$ cat src/rtl/cr_pkg.sv
package cr_pkg;
  localparam int unsigned CHAR_W = 8;

  typedef enum logic [1:0] {
    RX_IDLE  = 2'd0,
    RX_START = 2'd1,
    RX_DATA  = 2'd2,
    RX_STOP  = 2'd3
  } rx_state_e;

  function automatic logic is_reset_char(input logic [CHAR_W-1:0] b);
    return (b == 8'h18) || (b == 8'h19) || (b == 8'h1A);
  endfunction
endpackage

$ cat src/rtl/cr_tick_gen.sv
module cr_tick_gen #(
  parameter int unsigned DIV = 651
) (
  input  logic clk,
  input  logic rst,
  output logic tick_o
);
  localparam int unsigned W = (DIV > 1) ? $clog2(DIV) : 1;
  localparam logic [W-1:0] LAST = W'(DIV - 1);

  logic [W-1:0] cnt;

  always_ff @(posedge clk) begin
    if (rst) begin
      cnt    <= '0;
      tick_o <= 1'b0;
    end else begin
      tick_o <= (cnt == LAST);
      if (cnt == LAST) cnt <= '0;
      else             cnt <= cnt + 1'b1;
    end
  end

  generate
    if (DIV > 1) begin : g_gap_chk
      // ticks are isolated single-cycle pulses
      p_tick_gap_r2: assert property (@(posedge clk) disable iff (rst)
        tick_o |=> !tick_o);
    end
  endgenerate
endmodule

$ cat src/rtl/cr_uart_rx.sv
module cr_uart_rx
  import cr_pkg::*;
#(
  parameter int unsigned OS    = 16,
  parameter int unsigned DBITS = 8
) (
  input  logic             clk,
  input  logic             rst,
  input  logic             tick_i,
  input  logic             rx_i,
  output logic             vld_o,
  output logic             err_o,
  output logic [DBITS-1:0] data_o
);
  localparam int unsigned OSW = $clog2(OS);
  localparam int unsigned BW  = (DBITS > 1) ? $clog2(DBITS) : 1;
  localparam logic [OSW-1:0] MID  = OSW'(OS / 2 - 1);
  localparam logic [OSW-1:0] FULL = OSW'(OS - 1);
  localparam logic [BW-1:0]  LASTB = BW'(DBITS - 1);

  logic rx_meta, rx_sync, rx_prev;
  rx_state_e state;
  logic [OSW-1:0] os_cnt;
  logic [BW-1:0]  bit_cnt;
  logic [DBITS-1:0] shreg;

  // two-flop synchroniser plus edge history, idle high
  always_ff @(posedge clk) begin
    if (rst) begin
      rx_meta <= 1'b1;
      rx_sync <= 1'b1;
      rx_prev <= 1'b1;
    end else begin
      rx_meta <= rx_i;
      rx_sync <= rx_meta;
      rx_prev <= rx_sync;
    end
  end

  always_ff @(posedge clk) begin
    if (rst) begin
      state   <= RX_IDLE;
      os_cnt  <= '0;
      bit_cnt <= '0;
      shreg   <= '0;
      vld_o   <= 1'b0;
      err_o   <= 1'b0;
      data_o  <= '0;
    end else begin
      vld_o <= 1'b0;
      err_o <= 1'b0;
      unique case (state)
        RX_IDLE: begin
          if (rx_prev && !rx_sync) begin
            state  <= RX_START;
            os_cnt <= '0;
          end
        end
        RX_START: begin
          if (tick_i) begin
            if (os_cnt == MID) begin
              os_cnt  <= '0;
              bit_cnt <= '0;
              state   <= rx_sync ? RX_IDLE : RX_DATA;
            end else begin
              os_cnt <= os_cnt + 1'b1;
            end
          end
        end
        RX_DATA: begin
          if (tick_i) begin
            if (os_cnt == FULL) begin
              os_cnt <= '0;
              shreg  <= {rx_sync, shreg[DBITS-1:1]};
              if (bit_cnt == LASTB) state <= RX_STOP;
              else                  bit_cnt <= bit_cnt + 1'b1;
            end else begin
              os_cnt <= os_cnt + 1'b1;
            end
          end
        end
        RX_STOP: begin
          if (tick_i) begin
            if (os_cnt == FULL) begin
              os_cnt <= '0;
              state  <= RX_IDLE;
              if (rx_sync) begin
                vld_o  <= 1'b1;
                data_o <= shreg;
              end else begin
                err_o <= 1'b1;
              end
            end else begin
              os_cnt <= os_cnt + 1'b1;
            end
          end
        end
        default: state <= RX_IDLE;
      endcase
    end
  end

  // a frame ends either good or bad, never both
  p_vld_err_excl_r7: assert property (@(posedge clk) disable iff (rst)
    !(vld_o && err_o));
  // the byte strobe lasts a single cycle
  p_vld_single_r2: assert property (@(posedge clk) disable iff (rst)
    vld_o |=> !vld_o);
  // data phase is entered only if the start bit was low at its centre
  p_start_valid_r3: assert property (@(posedge clk) disable iff (rst)
    (state == RX_DATA && $past(state) == RX_START) |-> !$past(rx_sync));
endmodule

$ cat src/rtl/cr_seq_match.sv
module cr_seq_match
  import cr_pkg::*;
#(
  parameter int unsigned MATCH_LEN    = 3,
  parameter int unsigned PULSE_CYCLES = 1024
) (
  input  logic              clk,
  input  logic              rst,
  input  logic              vld_i,
  input  logic              err_i,
  input  logic [CHAR_W-1:0] data_i,
  output logic              pulse_o
);
  localparam int unsigned CW = (MATCH_LEN > 1) ? $clog2(MATCH_LEN) : 1;
  localparam int unsigned PW = $clog2(PULSE_CYCLES + 1);
  localparam logic [CW-1:0] LASTM = CW'(MATCH_LEN - 1);
  localparam logic [PW-1:0] PLOAD = PW'(PULSE_CYCLES - 1);

  logic [CW-1:0] run_cnt;
  logic [PW-1:0] left;

  always_ff @(posedge clk) begin
    if (rst) begin
      run_cnt <= '0;
      pulse_o <= 1'b0;
      left    <= '0;
    end else if (pulse_o) begin
      run_cnt <= '0;
      if (left == '0) pulse_o <= 1'b0;
      else            left    <= left - 1'b1;
    end else if (err_i) begin
      run_cnt <= '0;
    end else if (vld_i) begin
      if (is_reset_char(data_i)) begin
        if (run_cnt == LASTM) begin
          run_cnt <= '0;
          pulse_o <= 1'b1;
          left    <= PLOAD;
        end else begin
          run_cnt <= run_cnt + 1'b1;
        end
      end else begin
        run_cnt <= '0;
      end
    end
  end

  p_cnt_bound_r4: assert property (@(posedge clk) disable iff (rst)
    run_cnt < CW'(MATCH_LEN));
  p_fire_on_char_r4: assert property (@(posedge clk) disable iff (rst)
    $rose(pulse_o) |-> $past(vld_i));
  p_clear_other_r6: assert property (@(posedge clk) disable iff (rst)
    (vld_i && !pulse_o && !is_reset_char(data_i)) |=> run_cnt == '0);
  p_clear_bad_r7: assert property (@(posedge clk) disable iff (rst)
    err_i |=> run_cnt == '0);
  p_ignore_busy_r8: assert property (@(posedge clk) disable iff (rst)
    pulse_o |=> run_cnt == '0);

  generate
    if (PULSE_CYCLES > 1) begin : g_hold_chk
      p_pulse_hold_r5: assert property (@(posedge clk) disable iff (rst)
        $rose(pulse_o) |=> pulse_o);
    end
  endgenerate
endmodule

$ cat src/rtl/cr_console_reset.sv
module cr_console_reset
  import cr_pkg::*;
#(
  parameter int unsigned CLK_DIV      = 651,
  parameter int unsigned OVERSAMPLE   = 16,
  parameter int unsigned MATCH_LEN    = 3,
  parameter int unsigned PULSE_CYCLES = 1024
) (
  input  logic              clk,
  input  logic              rst,
  input  logic              rx_i,
  output logic              sys_reset_o,
  output logic              rx_valid_o,
  output logic [CHAR_W-1:0] rx_data_o
);
  logic tick;
  logic frame_err;

  cr_tick_gen #(.DIV(CLK_DIV)) u_tick (
    .clk    (clk),
    .rst    (rst),
    .tick_o (tick)
  );

  cr_uart_rx #(.OS(OVERSAMPLE), .DBITS(CHAR_W)) u_rx (
    .clk    (clk),
    .rst    (rst),
    .tick_i (tick),
    .rx_i   (rx_i),
    .vld_o  (rx_valid_o),
    .err_o  (frame_err),
    .data_o (rx_data_o)
  );

  cr_seq_match #(.MATCH_LEN(MATCH_LEN), .PULSE_CYCLES(PULSE_CYCLES)) u_match (
    .clk     (clk),
    .rst     (rst),
    .vld_i   (rx_valid_o),
    .err_i   (frame_err),
    .data_i  (rx_data_o),
    .pulse_o (sys_reset_o)
  );

  // outputs are quiet in the cycle after reset
  p_quiet_after_reset_r1: assert property (@(posedge clk)
    $past(rst) |-> (!sys_reset_o && !rx_valid_o));
endmodule

$ cat config.mk
export PLATFORM = sky130hd
export DESIGN_NAME = cr_console_reset
export DESIGN_NICKNAME = d
export VERILOG_FILES = /design/src/rtl/cr_pkg.sv /design/src/rtl/cr_tick_gen.sv /design/src/rtl/cr_uart_rx.sv /design/src/rtl/cr_seq_match.sv /design/src/rtl/cr_console_reset.sv
export SDC_FILE = /design/constraint.sdc
export NUM_CORES = 1
export LEC_CHECK = 0
export BUFFER_PORTS_ARGS = -buffer_cell sky130_fd_sc_hd__buf_2
export CELL_PAD_IN_SITES_DETAIL_PLACEMENT = 1
export CELL_PAD_IN_SITES_GLOBAL_PLACEMENT = 2
export CORE_UTILIZATION = 34
export DETAILED_ROUTE_END_ITERATION = 8
export MAX_ROUTING_LAYER = met4
export PLACE_DENSITY_LB_ADDON = 0.1
export SETUP_SLACK_MARGIN = 0.4
export SLEW_MARGIN = 40
export SYNTH_ARGS = -nofsm -noshare
export SYNTH_HDL_FRONTEND = slang
export SYNTH_SLANG_ARGS = --single-unit
$ cat constraint.sdc
create_clock -name clk -period 2.2 [get_ports clk]
set_input_delay 0.44 -clock clk [delete_from_list [all_inputs] [get_ports clk]]
set_output_delay 0.44 -clock clk [all_outputs]
set_load 0.1 [all_outputs]
==> summary.txt <==
Critical path
  – Bufs and invs on worst path: 0
  – Delay-heaviest family, CP: simple AND/OR/NAND/NOR gates
  – Max stage delay on crit path: 0.66 ns
  – R2R setup slack: just under 0.5 ns
  – Setup Crit Path Kind: flip-flop to flip-flop
  – CP max-delay cell: or4b_2
  – WP data required: about 2.5 ns
  – Critical-path cell list: ha_1 > nand4_1 > or4b_2 > a21oi_1
  – WP data arrival: 1.96 ns
  – CP max FO: 6
  – CP startpoint kind: flip-flop
  – CP Capture Type: flip-flop

Final layout
  – Share of layout cells above drive strength 1: ~18%
  – Area delta synth->final: 13.2%
  – Nets@finish: approximately 290
  – # diodes: 0
  – Design area: roughly 2700 sq um

STA
  – Fin crit share: 77.9%
  – Final hold vios: 0
  – RSZ-0062 raised after global routing: true
  – Fmax: just under 600 MHz
  – Pins Over Slew Limit: 0
  – Period minus WS final: 1.71 ns
  – Rel. slew slack: around two thirds
  – Worst Hold Slack: 0.305 ns
  – Final Setup Violations: 0
  – Worst Skew: between 0.009 and 0.01 ns
  – Worst Max-Slew Pin Slew: around 0.52 ns
  – Fin Setup TNS: 0 ns

Clock tree
  – Hold buffers post-CTS: 0
  – H-Tree Depth: 2
  – CTS Buffer Depth: 2
  – Reg clk slew, reported paths: about 0.1 ns
  – CTS Root Cell: clkbuf_8
  – Worst-Skew Late Latency: roughly 0.31 ns
  – Clock sink total: between 50 and 60
  – CTS tree: done
  – Inserted Clock Buffers: 5

Power
  – Pwr dens: 604 nW/um^2
  – Static Leak: ~1.0 nW
  – Worst VDD drop: about 0.23 mV
  – Total Power: 1.66 mW

Die
  – Io pins: 13
  – Row count: 30
  – Die Y: 86.4 um
  – Initial cell density of the core: 35.5%
  – Die width: approximately 86 um
  – Die area: ~7500 sq um
  – Core Area: 6830 sq um

Yosys
  – Synth top area share: between 40% and 50%
  – #FFs+latches synth: 55
  – Leading area contributor after synthesis: dfxtp_1
  – Top-count cell post-synth: dfxtp_1
  – Synth warn: 0
  – Area of the mapped netlist: ~2400 sq um
  – Post-synth EDFFs: 0
  – Synth cell count leaders: 55 x dfxtp_1, 41 x nor2_1, 18 x mux2i_1
  – Top FF cell, synth: dfxtp_1
  – Synthesized net count: 275
  – Async SR Flop Fraction: 0%
  – Cells after synthesis: 265
  – Sequential area share after synthesis: 45.5%
  – Yosys cell types: 45
  – Post-Syn Area per Cell: roughly 9.1 sq um
  – Synth top area cells: dfxtp_1 45%, mux2i_1 7.4%, nor2_1 6.4%, ha_1 3.6%, nand2_1 2.6%

Placement
  – Port bufs: 12
  – Routability cong.: between 0.7 and 0.8
  – HPWL after DPL: around 3600 um
  – Area after DPL: roughly 2600 sq um

Detailed routing
  – Wire per inst: 13.6 um
  – DRT Pass-1 Iters: 4
  – Routed WL: 5110 um
  – DRC violations left: 0
  – Routed vias: around 1900
  – Post-route ant nets: 0
  – DRT iter0 DRCs: 32
  – Via-to-Cell Ratio: between 5 and 6

GRT
  – Remaining global-route overflow: 0
  – Vias in the first global route: about 1900
  – Initial antenna violation count: 0
  – Largest net degree at the start of global routing: 25
  – GRT Util Overall: between 10% and 20%
  – First-pass GRT wire length: between 8000 and 9000 um

Status
  – Status: completed

Run
  – Max_cap viols: 0

Worst hold path
  – Worst hold path type: input port to flip-flop
[state kept, by name, indices dropped and copies added, names as in the netlist, 2 cells and up, named ones only]
signal,cells
u_rx.shreg,8
u_rx.os_cnt,4
u_rx.data_o,8
u_rx.bit_cnt,3
u_tick.cnt,10
u_match.left,11
u_match.run_cnt,2
[where the power goes]
part	switching (mW)	leakage, nW	internal (mW)
logic	0.0270	0.537	0.0172
registers	0.0127	0.449	1.00
clock network	0.361	0.0502	0.237
total	0.400	1.04	1.26
[layout by cell type, fill, tap and decap left out, drive strengths merged, types with 2 or more instances in the layout]
master | synthesis | layout
nand2b | 7 | 7
nor2b | 4 | 4
or4 | 5 | 5
nand4 | 9 | 9
o21ai | 7 | 7
mux2i | 18 | 18
nand2 | 17 | 17
xnor2 | 5 | 5
or2 | 3 | 3
clkbuf | 12 | 5
or3 | 2 | 2
and4 | 2 | 2
a211oi | 2 | 2
o21a | 2 | 2
buf | 0 | 19
nor4b | 3 | 3
a2111oi | 2 | 2
nor4 | 4 | 4
xor2 | 6 | 6
o31ai | 3 | 3
a21oi | 10 | 10
clkinv | 0 | 2
dfxtp | 55 | 55
inv | 5 | 6
nand3 | 5 | 5
ha | 7 | 7
a31oi | 10 | 10
nor2 | 41 | 41
or3b | 2 | 2
nor3 | 5 | 5
[cell families (layout without fill, tap and decap cells)]
| family | Yosys count | after routing | share of synthesized area [%] |
|---|---|---|---|
| AOI/OAI and AO/OA | 42 | 42 | 11.2 |
| xor gates and xnor gates | 11 | 11 | 3.98 |
| adders and majority gates | 7 | 7 | 3.62 |
| buffers and inverters | 17 | 32 | 2.63 |
| DFF | 55 | 55 | 45.5 |
| muxes | 19 | 19 | 7.90 |
| and+or+nand+nor | 114 | 114 | 25.2 |
[cell type report]
class                   count  area (sq um)
multi-input cells         193          1280
clock buffers               5          68.8
well taps                  96           120
inverters                   5          18.8
flip-flops and latches     55          1110
repair buffers             19           113
fillers                   838          4090
clock inverters             3          28.8
[layer usage]
metal  up-vias  part of all wire, %  GRT usage (%)
met3         2                  1.9           3.14
met1       912                   50           19.3
met5         -                    0              -
met4         0                 0.41           4.09
met2        15                   48           24.9
li1        975                    -              -
[through the flow]
step	util [%]	worst slack [ns]	std cells
after detailed placement	38.3	0.454	366
final	40.1	0.487	376
after global placement	38.3	0.483	366
after floorplan	-	0.415	265
after global routing	40.1	0.375	376
after CTS	39.7	0.433	374
[worst paths after layout]
kind / start / endpoint / depth (start not counted)
worst max-delay path: u_rx.os_cnt[0] / flip-flop / 4
worst min-delay path: rx_i / u_rx.rx_meta / 2
worst max register to register: u_rx.os_cnt[0] / flip-flop / 4
worst min register to register: u_rx.rx_meta / u_rx.rx_sync / 1
[timing repair]
item | CTS | global route
gates resized for setup | 0 | 2
setup buffers | 0 | 2
endpoints found under the setup margin | 0 | 5
Power figures use the tool's default switching activity.
